File: src/rtl/t0rx_pkg.sv
package t0rx_pkg;

  // Receive frame sequencer states
  typedef enum logic [2:0] {
    FR_IDLE,
    FR_START,
    FR_SHIFT,
    FR_GUARD_H,
    FR_ERR,
    FR_GUARD2
  } fr_state_e;

endpackage

File: src/rtl/t0rx_etu_ctr.sv
module t0rx_etu_ctr #(
  parameter int ETU_TICKS = 16
) (
  input  logic clk,
  input  logic rst_n,
  input  logic tick,
  input  logic restart,
  output logic half_hit,
  output logic full_hit
);
  localparam int CW   = $clog2(ETU_TICKS);
  localparam int HALF = ETU_TICKS / 2;

  logic [CW-1:0] cnt;

  always_ff @(posedge clk or negedge rst_n) begin
    if (!rst_n)       cnt <= '0;
    else if (restart) cnt <= '0;
    else if (tick)    cnt <= cnt + CW'(1);
  end

  assign half_hit = tick && (cnt == CW'(HALF - 1));
  assign full_hit = tick && (cnt == CW'(ETU_TICKS - 1));

endmodule

File: src/rtl/t0rx_frame.sv
module t0rx_frame
  import t0rx_pkg::*;
#(
  parameter int DW = 8
) (
  input  logic          clk,
  input  logic          rst_n,
  input  logic          etu_tick,
  input  logic          io_in,
  input  logic          half_hit,
  input  logic          full_hit,
  input  logic          nack_req,
  output logic          restart,
  output logic          done,
  output logic          par_err,
  output logic [DW-1:0] char_data,
  output logic          io_drive_low
);
  localparam int IW = $clog2(DW + 1);

  fr_state_e     st;
  logic [DW-1:0] sh;
  logic [IW-1:0] idx;
  logic          nack_q;
  logic          last_bit;

  assign last_bit     = (idx == IW'(DW));
  assign done         = (st == FR_SHIFT) && full_hit && last_bit;
  assign par_err      = ^{sh, io_in};          // even parity over data + parity bit
  assign char_data    = sh;
  assign io_drive_low = (st == FR_ERR) && nack_q;  // one ETU in guard time

  always_comb begin
    case (st)
      FR_IDLE:             restart = 1'b1;
      FR_START, FR_GUARD_H: restart = half_hit;
      default:             restart = full_hit;
    endcase
  end

  always_ff @(posedge clk or negedge rst_n) begin
    if (!rst_n) begin
      st     <= FR_IDLE;
      sh     <= '0;
      idx    <= '0;
      nack_q <= 1'b0;
    end else begin
      case (st)
        FR_IDLE: if (etu_tick && !io_in) st <= FR_START;
        FR_START: if (half_hit) begin
          idx <= '0;
          st  <= io_in ? FR_IDLE : FR_SHIFT;   // second low sample qualifies start
        end
        FR_SHIFT: if (full_hit) begin
          if (last_bit) begin
            st     <= FR_GUARD_H;
            nack_q <= nack_req;
          end else begin
            sh  <= {io_in, sh[DW-1:1]};
            idx <= idx + IW'(1);
          end
        end
        FR_GUARD_H: if (half_hit) st <= FR_ERR;
        FR_ERR: if (full_hit) begin
          st     <= FR_GUARD2;
          nack_q <= 1'b0;
        end
        FR_GUARD2: if (full_hit) st <= FR_IDLE;
        default: st <= FR_IDLE;
      endcase
    end
  end

endmodule

File: src/rtl/t0rx_err_ctl.sv
module t0rx_err_ctl #(
  parameter int CNT_W  = 8,
  parameter int ITER_W = 3
) (
  input  logic              clk,
  input  logic              rst_n,
  input  logic              done,
  input  logic              par_err,
  input  logic              cfg_inhibit_nack,
  input  logic              cfg_limit_nack,
  input  logic [ITER_W-1:0] cfg_max_iter,
  input  logic              err_cnt_rd,
  input  logic              cmd_clr_nack,
  input  logic              cmd_clr_iter,
  output logic              nack_req,
  output logic              load,
  output logic              load_valid,
  output logic [CNT_W-1:0]  err_count,
  output logic              nack_inh_flag,
  output logic              iter_flag
);
  localparam logic [CNT_W-1:0] CNT_MAX = '1;

  logic              bad;
  logic              at_limit;
  logic              set_inh;
  logic              set_iter;
  logic [ITER_W-1:0] run;

  always_comb begin
    bad        = done && par_err;
    at_limit   = cfg_limit_nack && (run == cfg_max_iter);
    set_inh    = bad && cfg_inhibit_nack;
    set_iter   = bad && !cfg_inhibit_nack && at_limit;
    nack_req   = bad && !cfg_inhibit_nack && !at_limit;
    load       = done && !nack_req;
    load_valid = !par_err || set_iter;                 // suppressed error not offered
  end

  // successive error-signal run length
  always_ff @(posedge clk or negedge rst_n) begin
    if (!rst_n) run <= '0;
    else if (done) begin
      if (nack_req && cfg_limit_nack) run <= run + ITER_W'(1);
      else                            run <= '0;
    end
  end

  // saturating tally, read clears
  always_ff @(posedge clk or negedge rst_n) begin
    if (!rst_n)                        err_count <= '0;
    else if (err_cnt_rd)               err_count <= bad ? CNT_W'(1) : '0;
    else if (bad && err_count != CNT_MAX) err_count <= err_count + CNT_W'(1);
  end

  // sticky flags
  always_ff @(posedge clk or negedge rst_n) begin
    if (!rst_n) begin
      nack_inh_flag <= 1'b0;
      iter_flag     <= 1'b0;
    end else begin
      nack_inh_flag <= (nack_inh_flag && !cmd_clr_nack) || set_inh;
      iter_flag     <= (iter_flag && !cmd_clr_iter) || set_iter;
    end
  end

endmodule

File: src/rtl/t0rx_hold.sv
module t0rx_hold #(
  parameter int DW = 8
) (
  input  logic          clk,
  input  logic          rst_n,
  input  logic          load,
  input  logic          load_valid,
  input  logic [DW-1:0] load_data,
  input  logic          rx_ready,
  output logic [DW-1:0] rx_data,
  output logic          rx_valid
);
  logic free;

  assign free = !rx_valid || rx_ready;

  // single entry; characters arriving while occupied are dropped
  always_ff @(posedge clk or negedge rst_n) begin
    if (!rst_n) begin
      rx_data  <= '0;
      rx_valid <= 1'b0;
    end else if (load && free) begin
      rx_data  <= load_data;
      rx_valid <= load_valid;
    end else if (rx_ready) begin
      rx_valid <= 1'b0;
    end
  end

endmodule

File: src/rtl/t0_char_rx.sv
module t0_char_rx #(
  parameter int ETU_TICKS = 16,
  parameter int DW        = 8,
  parameter int CNT_W     = 8,
  parameter int ITER_W    = 3
) (
  input  logic              clk,
  input  logic              rst_n,
  input  logic              etu_tick,
  input  logic              io_in,
  output logic              io_drive_low,
  input  logic              cfg_inhibit_nack,
  input  logic              cfg_limit_nack,
  input  logic [ITER_W-1:0] cfg_max_iter,
  input  logic              cmd_clr_nack,
  input  logic              cmd_clr_iter,
  input  logic              err_cnt_rd,
  output logic [CNT_W-1:0]  err_count,
  output logic              nack_inh_flag,
  output logic              iter_flag,
  output logic [DW-1:0]     rx_data,
  output logic              rx_valid,
  input  logic              rx_ready
);
  logic          half_hit;
  logic          full_hit;
  logic          restart;
  logic          done;
  logic          par_err;
  logic [DW-1:0] char_data;
  logic          nack_req;
  logic          load;
  logic          load_valid;

  t0rx_etu_ctr #(.ETU_TICKS(ETU_TICKS)) etu_i (
    .clk(clk), .rst_n(rst_n), .tick(etu_tick), .restart(restart),
    .half_hit(half_hit), .full_hit(full_hit)
  );

  t0rx_frame #(.DW(DW)) frame_i (
    .clk(clk), .rst_n(rst_n), .etu_tick(etu_tick), .io_in(io_in),
    .half_hit(half_hit), .full_hit(full_hit), .nack_req(nack_req),
    .restart(restart), .done(done), .par_err(par_err),
    .char_data(char_data), .io_drive_low(io_drive_low)
  );

  t0rx_err_ctl #(.CNT_W(CNT_W), .ITER_W(ITER_W)) err_i (
    .clk(clk), .rst_n(rst_n), .done(done), .par_err(par_err),
    .cfg_inhibit_nack(cfg_inhibit_nack), .cfg_limit_nack(cfg_limit_nack),
    .cfg_max_iter(cfg_max_iter), .err_cnt_rd(err_cnt_rd),
    .cmd_clr_nack(cmd_clr_nack), .cmd_clr_iter(cmd_clr_iter),
    .nack_req(nack_req), .load(load), .load_valid(load_valid),
    .err_count(err_count), .nack_inh_flag(nack_inh_flag), .iter_flag(iter_flag)
  );

  t0rx_hold #(.DW(DW)) hold_i (
    .clk(clk), .rst_n(rst_n), .load(load), .load_valid(load_valid),
    .load_data(char_data), .rx_ready(rx_ready),
    .rx_data(rx_data), .rx_valid(rx_valid)
  );

endmodule

File: config.mk
export PLATFORM = sky130hd
export DESIGN_NAME = t0_char_rx
export DESIGN_NICKNAME = d
export VERILOG_FILES = /design/src/rtl/t0rx_pkg.sv /design/src/rtl/t0rx_etu_ctr.sv /design/src/rtl/t0rx_frame.sv /design/src/rtl/t0rx_err_ctl.sv /design/src/rtl/t0rx_hold.sv /design/src/rtl/t0_char_rx.sv
export SDC_FILE = /design/constraint.sdc
export NUM_CORES = 1
export LEC_CHECK = 0
export CORE_ASPECT_RATIO = 1.5
export CORE_MARGIN = 3
export CORE_UTILIZATION = 40
export CTS_BUF_LIST = sky130_fd_sc_hd__clkbuf_4 sky130_fd_sc_hd__clkbuf_8
export CTS_CLUSTER_DIAMETER = 80
export DETAILED_ROUTE_END_ITERATION = 10
export DONT_BUFFER_PORTS = 1
export PLACE_DENSITY = 0.57
export SLEW_MARGIN = 30
export SYNTH_ARGS = -nofsm -noshare
export SYNTH_HDL_FRONTEND = slang
export SYNTH_HIERARCHICAL = 1
export SYNTH_SLANG_ARGS = --single-unit
File: constraint.sdc
create_clock -name clk -period 3.4 [get_ports clk]
set_input_delay 1.02 -clock clk [delete_from_list [all_inputs] [get_ports clk]]
set_output_delay 1.02 -clock clk [all_outputs]
set_load 0.03 [all_outputs]
* Word-level counts from Yosys, hierarchy flattened
Index checks and enable logic that the tools add are counted.
Word-level totals: memories kept 0, ROM bits 0, logic and storage cells 102, register bits 42, output and inout bits 20, input port bits 13, bits in latches 0, bits in writable memories 0
Cells by class: eq/ne operators 18, bitwise gates (word level) 1, reduce and logical (&&, ||, !) cells 42, magnitude comparators 0, shifts and indexed selects 0, mux-type cells 26, $add $sub $neg 4, div/mod/pow operators 0, $mul 0
Operators by type and width (number):
- $mux W3 | 8
- $mux W4 | 5
- $logic_and A1 B1 Y1 | 18
- $pmux W3 S6 | 1
- $mux W8 | 2
- $ne A2 B1 Y1 const B | 7
- $reduce_bool A2 Y1 | 5
- $reduce_xor A9 Y1 | 1
- $add A4 B1 Y4 const B | 2
- $add A8 B1 Y8 const B | 1
- $eq A4 B4 Y1 const B | 2
- $logic_not A1 Y1 | 8
- $ne A8 B8 Y1 const B | 1
- $pmux W4 S2 | 1
- $reduce_and A4 Y1 | 2
- $reduce_and A7 Y1 | 1
- $eq A3 B2 Y1 const B | 2
- $eq A3 B3 Y1 const B | 2
- $mux W1 | 6
- $eq A4 B3 Y1 const B | 1
- $logic_or A1 B1 Y1 | 4
- $pmux W1 S2 | 2
- $add A3 B1 Y3 const B | 1
- $eq A3 B1 Y1 const B | 1
- other kinds (7) | 7

* Longest topological paths before layout
Gate-level depths: netlist (run 1).
depth after elaboration 11, mapped depth 12, mapped depth without buffers 11

* Cells and area by module
The synthesis (run 1) kept the hierarchy.
By module, submodules not included:
- t0rx_frame | cells each 79, times used 1, area an instance 909.6 um^2
- t0rx_err_ctl | cells each 81, times used 1, area an instance 749.5 um^2
- t0rx_hold | cells each 21, times used 1, area an instance 377.9 um^2
- t0rx_etu_ctr | cells each 21, times used 1, area an instance 235.2 um^2

* Worst setup path after synthesis (run 1)
Ideal clock, no wire load.
path type input to register, from input port etu_tick, to register hold_i.rx_data[0], library setup time 0.125 ns, setup slack 0.312 ns, arrival 2.963 ns, buffers on the path 2, cell stages on the path 11, cell sequence buf_6 > nand3_1 > nor2_1 > nor2b_4 > nor2b_1 > and2_1 > buf_4 > nand2_1 > o31a_1 > nand2_4 > mux2_4
Between the ends: cells in the longest elaborated chain, start to end 9
Ends and longest elaborated chain:
- from (decl) | line t0_char_rx.sv:9 | input logic etu_tick,
- $logic_and A1 B1 Y1 * | line t0rx_etu_ctr.sv:23 | assign full_hit = tick && (cnt == CW'(ETU_TICKS - 1));
- net full_hit | line t0_char_rx.sv:26 | logic full_hit;
- $logic_and A1 B1 Y1 * (2 in series) | line t0rx_frame.sv:28 | assign done = (st == FR_SHIFT) && full_hit && last_bit;
- net done | line t0_char_rx.sv:28 | logic done;
- $logic_and A1 B1 Y1 | line t0rx_err_ctl.sv:31 | bad = done && par_err;
- $logic_and A1 B1 Y1 (2 in series) | line t0rx_err_ctl.sv:35 | nack_req = bad && !cfg_inhibit_nack && !at_limit;
- $logic_not A1 Y1 | line t0rx_err_ctl.sv:36 | load = done && !nack_req;
- $logic_and A1 B1 Y1 * | line t0rx_err_ctl.sv:36
- net load | line t0_char_rx.sv:32 | logic load;
- $logic_and A1 B1 Y1 * | line t0rx_hold.sv:22 | end else if (load && free) begin
- to (signal assigned) | line t0rx_hold.sv:23 | rx_data <= load_data;
- to (decl) | line t0rx_hold.sv:10 | output logic [DW-1:0] rx_data,
Mark *: on every way through the listed nets, which the timed path passes. The rest lies on a longest branch. A chain may end at the register's enable or synchronous reset.

* Worst setup path after layout (run 1)
Ends and elaborated chain as after synthesis.

==> flow_metrics.env, run 1 <==
export IMPL_yosysSeqAreaShare_pct=46.3
export IMPL_rsz0062_at_grt="no"
export IMPL_fin_skew_ns=0.00950
export IMPL_fin_area_sq_um=2400
export IMPL_crit_type="primary input to register"
export IMPL_syn_to_final_growth_pct=5.78
export IMPL_netlist_area_sq_um=2270
export IMPL_post_cts_resize_count=0
export IMPL_hold_class="primary input to async pin"
export IMPL_start_kind="primary input"
export IMPL_power_density_nw_per_um2=440
export IMPL_start_util_pct=41.4
export IMPL_whs_ns=0.406
export IMPL_r2r_start="etu_i/cnt[0]"
export IMPL_numCtsBuffers=5
export IMPL_core_area_sq_um=5490
export IMPL_fmax_mhz=346
export IMPL_n_antenna_cell=0
export IMPL_worstPathMaxFanout=8
export IMPL_overflow=0
export IMPL_async_flop_share_pct=100
export IMPL_clk_pin_slew_ns=0.09
export IMPL_port_buffers=0
export IMPL_cts_tree="yes"
export IMPL_clock_sinks=42
export IMPL_slowest_stage="o31a_1"
export IMPL_fp_dieW_um=67.5
export IMPL_grt_start_max_net_pins=43
export IMPL_place_area_sq_um=2310
export IMPL_synth_nets=220
export IMPL_num_io_pins=33
export IMPL_cts_setup_buffers=0
export IMPL_via_per_inst=5.35
export IMPL_ys_seq_elements=42
export IMPL_drv_slew=0
export IMPL_gp_congestion=0.794
export IMPL_cts_hold_buf=0
export IMPL_die_h_um=98.3
export IMPL_yosys_warnings=6
export IMPL_track_usage_pct=14.4
export IMPL_status="finished clean"
export IMPL_antenna_found_initial=0
export IMPL_clock_latency_ns=0.30
export IMPL_hold_viol_final=0
export IMPL_critPathRequiredTime_ns=3.58
export IMPL_p_leak_nw=1.06
export IMPL_drc_errors=0
export IMPL_firstDrtPassIters=4
export IMPL_final_util_pct=43.8
export IMPL_synth_top_area_share_pct=46.3
export IMPL_synth_edf_count=0
export IMPL_netlist_instances=202
export IMPL_antenna_left=0
export IMPL_peakVddDrop_mv=0.207
export IMPL_root_buffer="clkbuf_8"
export IMPL_cp_arrival_ns=3.08
export IMPL_htree_levels=2
export IMPL_hpwl_um=3170
export IMPL_r2r_slack_ns=0.55
export IMPL_clockBufferDepth=2
export IMPL_power_mw=1.06
export IMPL_period_minus_slack_ns=2.89
export IMPL_cap_violations=0
export IMPL_relSlewSlack_pct=65.2
export IMPL_dieArea_sq_um=6640
export IMPL_totalWireLength_um=4280
export IMPL_timing_setup_tns_ns=0
export IMPL_fin_nets=221
export IMPL_end_kind="register"
export IMPL_wl_per_cell_um=15.6
export IMPL_netlist_top_cells_area="dfrtp_1 46%, mux2_4 5.9%, xnor2_1 5.0%"
export IMPL_grt_pass1_wl_um=7350
export IMPL_max_stage_delay_ns=0.37
export IMPL_fp_row_count=33
export IMPL_crit_path_cell_trace="nand3_1 -> nor2_1 -> nor2b_4 -> nor2b_1 -> and2_1 -> nand2_1 -> o31a_1 -> nand2_4 -> mux2_4"
export IMPL_reg2regPathDepth=10
export IMPL_r2r_end="hold_i/rx_data[0]"
export IMPL_grt_pass1_vias=1541
export IMPL_synth_ff_type="dfrtp_1"
export IMPL_fin_crit_sh_pct=85.1
export IMPL_vias=1465
export IMPL_postSynthAreaPerCell_sq_um=11.2
export IMPL_setup_violations=0
export IMPL_fillers=527
export IMPL_ys_types=50
export IMPL_first_iter_violations=64
export IMPL_drive_above_1_share_pct=17.6
export IMPL_synth_area_leader_cell="dfrtp_1"
export IMPL_tightest_slew_ns=0.521
[flip-flops by register name, indices dropped and copies added (netlist names)]
signal               cells
hold_i/rx_data           8
frame_i/nack_q           1
err_i/nack_inh_flag      1
frame_i/idx              4
hold_i/rx_valid          1
etu_i/cnt                4
err_i/run                3
frame_i/st               3
err_i/err_count          8
err_i/iter_flag          1
frame_i/char_data        8
[cell usage in the layout, fill, tap and decap left out, types with 5 or more instances in the layout]
cell type	netlist	routed
nand2_1	11	11
dfrtp_1	42	42
nor2_1	13	13
a21oi_1	7	7
inv_1	11	11
nor3_1	5	5
mux2_2	8	8
xnor2_1	13	13
nand3_1	7	7
ha_1	5	5
o21ai_0	7	7
clkbuf_8	0	5
mux2_4	9	9
[how the worst max path moves through the flow]
stage                             from                 to  slack, ns
after floorplan               etu_tick  hold_i/rx_data[0]       0.31
after global placement        etu_tick  hold_i/rx_data[7]       0.31
after detailed placement      etu_tick  hold_i/rx_data[5]       0.23
after CTS                     etu_tick  hold_i/rx_data[0]       0.54
after global routing      etu_i/cnt[0]  hold_i/rx_data[0]       0.34
final                         etu_tick  hold_i/rx_data[0]       0.51
[stage by stage]
step,setup slack [ns],cells
6_report,0.507,274
2_1_floorplan,0.312,202
4_1_cts,0.543,274
5_1_grt,0.340,274
3_5_place_dp,0.230,266
3_3_place_gp,0.312,266
[final cells by class]
cell class / count / area [sq um] / share of cell area, %
repair buffers: 1 / 7.51 / 0.312
inverters: 11 / 41.3 / 1.72
multi-input cells: 142 / 1120 / 46.7
clock buffers: 5 / 68.8 / 2.86
flip-flops and latches: 42 / 1050 / 43.7
well taps: 70 / 87.6 / 3.64
clock inverters: 3 / 25.0 / 1.04
[where the power goes]
group | switching, mW | internal, mW | leakage [nW]
logic | 0.0636 | 0.0756 | 0.451
registers | 0.0536 | 0.529 | 0.568
clock network | 0.187 | 0.148 | 0.0447
[Yosys cell counts (2+ instances only)]
library cell	instances
a211oi_1	2
a21o_1	2
a21oi_1	7
a22o_1	3
a2bb2oi_1	2
a31oi_1	2
and3_1	3
and4_1	2
buf_4	2
buf_6	3
dfrtp_1	42
ha_1	5
inv_1	11
mux2_2	8
mux2_4	9
mux2i_1	3
nand2_1	11
nand3_1	7
nand3b_1	2
nand4_1	3
nor2_1	13
nor2b_1	3
nor2b_4	2
nor3_1	5
nor3b_1	3
nor4b_1	2
o211ai_1	2
o21ai_0	7
or3_1	2
xnor2_1	13
xor2_1	2
[critical path: cells and delay by family]
kind | cells | cell delay, ns
mux | 1 | 0.31
simple gates | 7 | 1.36
compound gates | 1 | 0.37
[metal layers]
layer	GRT usage [%]	part of all wire [%]
met4	6.41	1.7
met5	0	0
met1	15.7	40
met2	25.1	53
met3	3.68	4.4
[cells by family after synthesis]
| kind of cell | share of synthesized area (%) |
|---|---|
| simple gates | 19.2 |
| flops | 46.3 |
| mux | 11.2 |
| buf+inv | 4.35 |
| xor+xnor | 5.78 |
| compound gates | 10.4 |
| fa+ha+maj | 2.75 |
No activity file was read; power rests on OpenSTA's default activity.
==> run 2, diff against run 1 <==
--- a/config.mk
+++ b/config.mk
@@ -5,6 +5,8 @@
 export SDC_FILE = /design/constraint.sdc
 export NUM_CORES = 1
 export LEC_CHECK = 0
+export ABC_AREA = 1
+export CAP_MARGIN = 10
 export CORE_ASPECT_RATIO = 1.5
 export CORE_MARGIN = 3
 export CORE_UTILIZATION = 40
==> flow_metrics.env, run 2 <==
export IMPL_status="finished clean"
export IMPL_cts_tree="yes"
export IMPL_synth_area_leader_cell="dfrtp_1"
export IMPL_clock_sinks=42
export IMPL_fin_skew_ns=0.00661
export IMPL_hold_viol_final=0
export IMPL_r2r_slack_ns=0.88
export IMPL_clockBufferDepth=2
export IMPL_vias=1978
export IMPL_netlist_top_cells_area="dfrtp_1 45%, nand2_1 20%, inv_1 6.0%"
export IMPL_clock_latency_ns=0.29
export IMPL_max_stage_delay_ns=0.32
export IMPL_cp_arrival_ns=2.90
export IMPL_reg2regPathDepth=11
export IMPL_cap_violations=0
export IMPL_clk_pin_slew_ns=0.09
export IMPL_power_density_nw_per_um2=504
export IMPL_ys_types=28
export IMPL_start_kind="primary input"
export IMPL_crit_start="etu_tick"
export IMPL_relSlewSlack_pct=46.7
export IMPL_cp_common_cell="nand2_1"
export IMPL_timing_setup_tns_ns=0
export IMPL_crit_end="hold_i/rx_data[4]"
export IMPL_tightest_slew_ns=0.800
export IMPL_p_leak_nw=1.35
export IMPL_syn_to_final_growth_pct=7.95
export IMPL_fin_nets=343
export IMPL_fp_row_count=33
export IMPL_final_common_cell="nand2_1"
export IMPL_start_util_pct=42.4
export IMPL_async_flop_share_pct=100
export IMPL_slowest_stage="a21oi_1"
export IMPL_netlist_instances=322
export IMPL_rsz0062_at_grt="no"
export IMPL_synth_ff_type="dfrtp_1"
export IMPL_htree_levels=2
export IMPL_grt_start_max_net_pins=43
export IMPL_cts_setup_buffers=0
export IMPL_first_iter_violations=84
export IMPL_die_h_um=100
export IMPL_totalWireLength_um=4960
export IMPL_grt_pass1_wl_um=8690
export IMPL_end_kind="register"
export IMPL_period_minus_slack_ns=2.66
export IMPL_layout_common_cells="125 x nand2_1, 42 x dfrtp_1, 38 x inv_1"
export IMPL_antenna_found_initial=0
export IMPL_postSynthAreaPerCell_sq_um=7.33
export IMPL_via_per_inst=4.99
export IMPL_multi_input_area_sq_um=1110
export IMPL_fin_crit_sh_pct=78.2
export IMPL_fmax_mhz=376
export IMPL_n_antenna_cell=0
export IMPL_synth_top_area_share_pct=44.5
export IMPL_drc_errors=0
export IMPL_antenna_left=0
export IMPL_post_cts_resize_count=0
export IMPL_crit_type="primary input to register"
export IMPL_num_io_pins=33
export IMPL_yosys_warnings=6
export IMPL_seq_area_sq_um=1050
export IMPL_hpwl_um=3740
export IMPL_core_area_sq_um=5570
export IMPL_ys_seq_elements=42
export IMPL_grt_pass1_vias=2047
export IMPL_overflow=0
export IMPL_drv_slew=0
export IMPL_hold_class="primary input to async pin"
export IMPL_gp_congestion=0.841
export IMPL_crit_path_cell_trace="nand3_1 -> nor2_1 -> inv_1 -> nor3_1 -> nand2_1 -> nor2_1 -> a21oi_1 -> nand2_4 -> nand2_1 -> nand2_1"
export IMPL_numCtsBuffers=5
export IMPL_yosysSeqAreaShare_pct=44.5
export IMPL_critPathRequiredTime_ns=3.64
export IMPL_setup_violations=0
export IMPL_firstDrtPassIters=4
export IMPL_r2r_start="etu_i/cnt[0]"
export IMPL_peakVddDrop_mv=0.201
export IMPL_fillers=580
export IMPL_wl_per_cell_um=12.5
export IMPL_worstPathMaxFanout=10
export IMPL_synth_common_cells="125 x nand2_1, 42 x dfrtp_1, 38 x inv_1"
export IMPL_dieArea_sq_um=6880
export IMPL_netlist_area_sq_um=2360
export IMPL_final_util_pct=45.7
export IMPL_root_buffer="clkbuf_8"
export IMPL_synth_nets=340
export IMPL_port_buffers=0
export IMPL_synth_edf_count=0
export IMPL_cts_hold_buf=0
export IMPL_synth_most_common_cell="nand2_1"
export IMPL_r2r_end="hold_i/rx_data[4]"
export IMPL_fp_dieW_um=68.7
export IMPL_track_usage_pct=16.3
export IMPL_drive_above_1_share_pct=6.44
==> run 2: layer usage <==
layer | global-route usage, % | part of all wire, % | vias to the layer above | wire length, um
met5 | 0 | 0 | - | 0
met4 | 6.31 | 1.7 | 0 | 84
met3 | 3.25 | 5.1 | 5 | 251
met2 | 30.5 | 54 | 33 | 2680
met1 | 17.1 | 39 | 923 | 1950
li1 | - | - | 1017 | -
==> run 2: kinds of logic after synthesis <==
group | Yosys count | synth area share (%)
buffers and inverters | 45 | 8.32
AOI/OAI and AO/OA | 26 | 5.67
xor gates and xnor gates | 5 | 1.86
and+or+nand+nor | 199 | 37.0
adders and majority gates | 5 | 2.65
DFF | 42 | 44.5
==> run 2: worst max-delay path, delay by kind of cell <==
family	cells	cell delay [ns]
AOI/OAI and AO/OA	1	0.32
buffers and inverters	1	0.18
and+or+nand+nor	8	1.36
==> run 2: metrics by stage <==
stage	power, mW	hold slack (ns)	setup WS [ns]	cell area [sq um]	instances
CTS	1.30	0.396	0.744	2550	396
global placement	0.820	0.476	0.503	2410	388
finish	1.28	0.409	0.741	2550	396
floorplan	0.780	0.453	0.878	2360	322
global route	1.36	0.388	0.468	2550	396
detailed placement	0.819	0.492	0.415	2410	388
==> run 2: report_power, final <==
group / internal [mW] / switching [mW] / total [mW]
Sequential: 0.529 / 0.0504 / 0.580
Combinational: 0.0804 / 0.148 / 0.229
Clock: 0.294 / 0.181 / 0.475
Total: 0.904 / 0.380 / 1.28
==> run 2: how the worst min path moves through the flow <==
stage / to / depth (start not counted) / slack, ns / start
final: err_i/err_count[3] / 0 / 0.41 / rst_n
after global routing: frame_i/char_data[0] / 0 / 0.39 / rst_n
after CTS: err_i/err_count[2] / 0 / 0.40 / rst_n
after detailed placement: frame_i/nack_q / 2 / 0.49 / frame_i/nack_q
after global placement: frame_i/nack_q / 2 / 0.48 / frame_i/nack_q
after floorplan: frame_i/nack_q / 2 / 0.45 / frame_i/nack_q
==> run 2: final cells by class <==
type,instances,share of cell area [%]
clock buffers,5,2.70
clock inverters,3,2.70
inverters,41,6.23
multi-input cells,235,43.7
flip-flops and latches,42,41.2
well taps,70,3.44
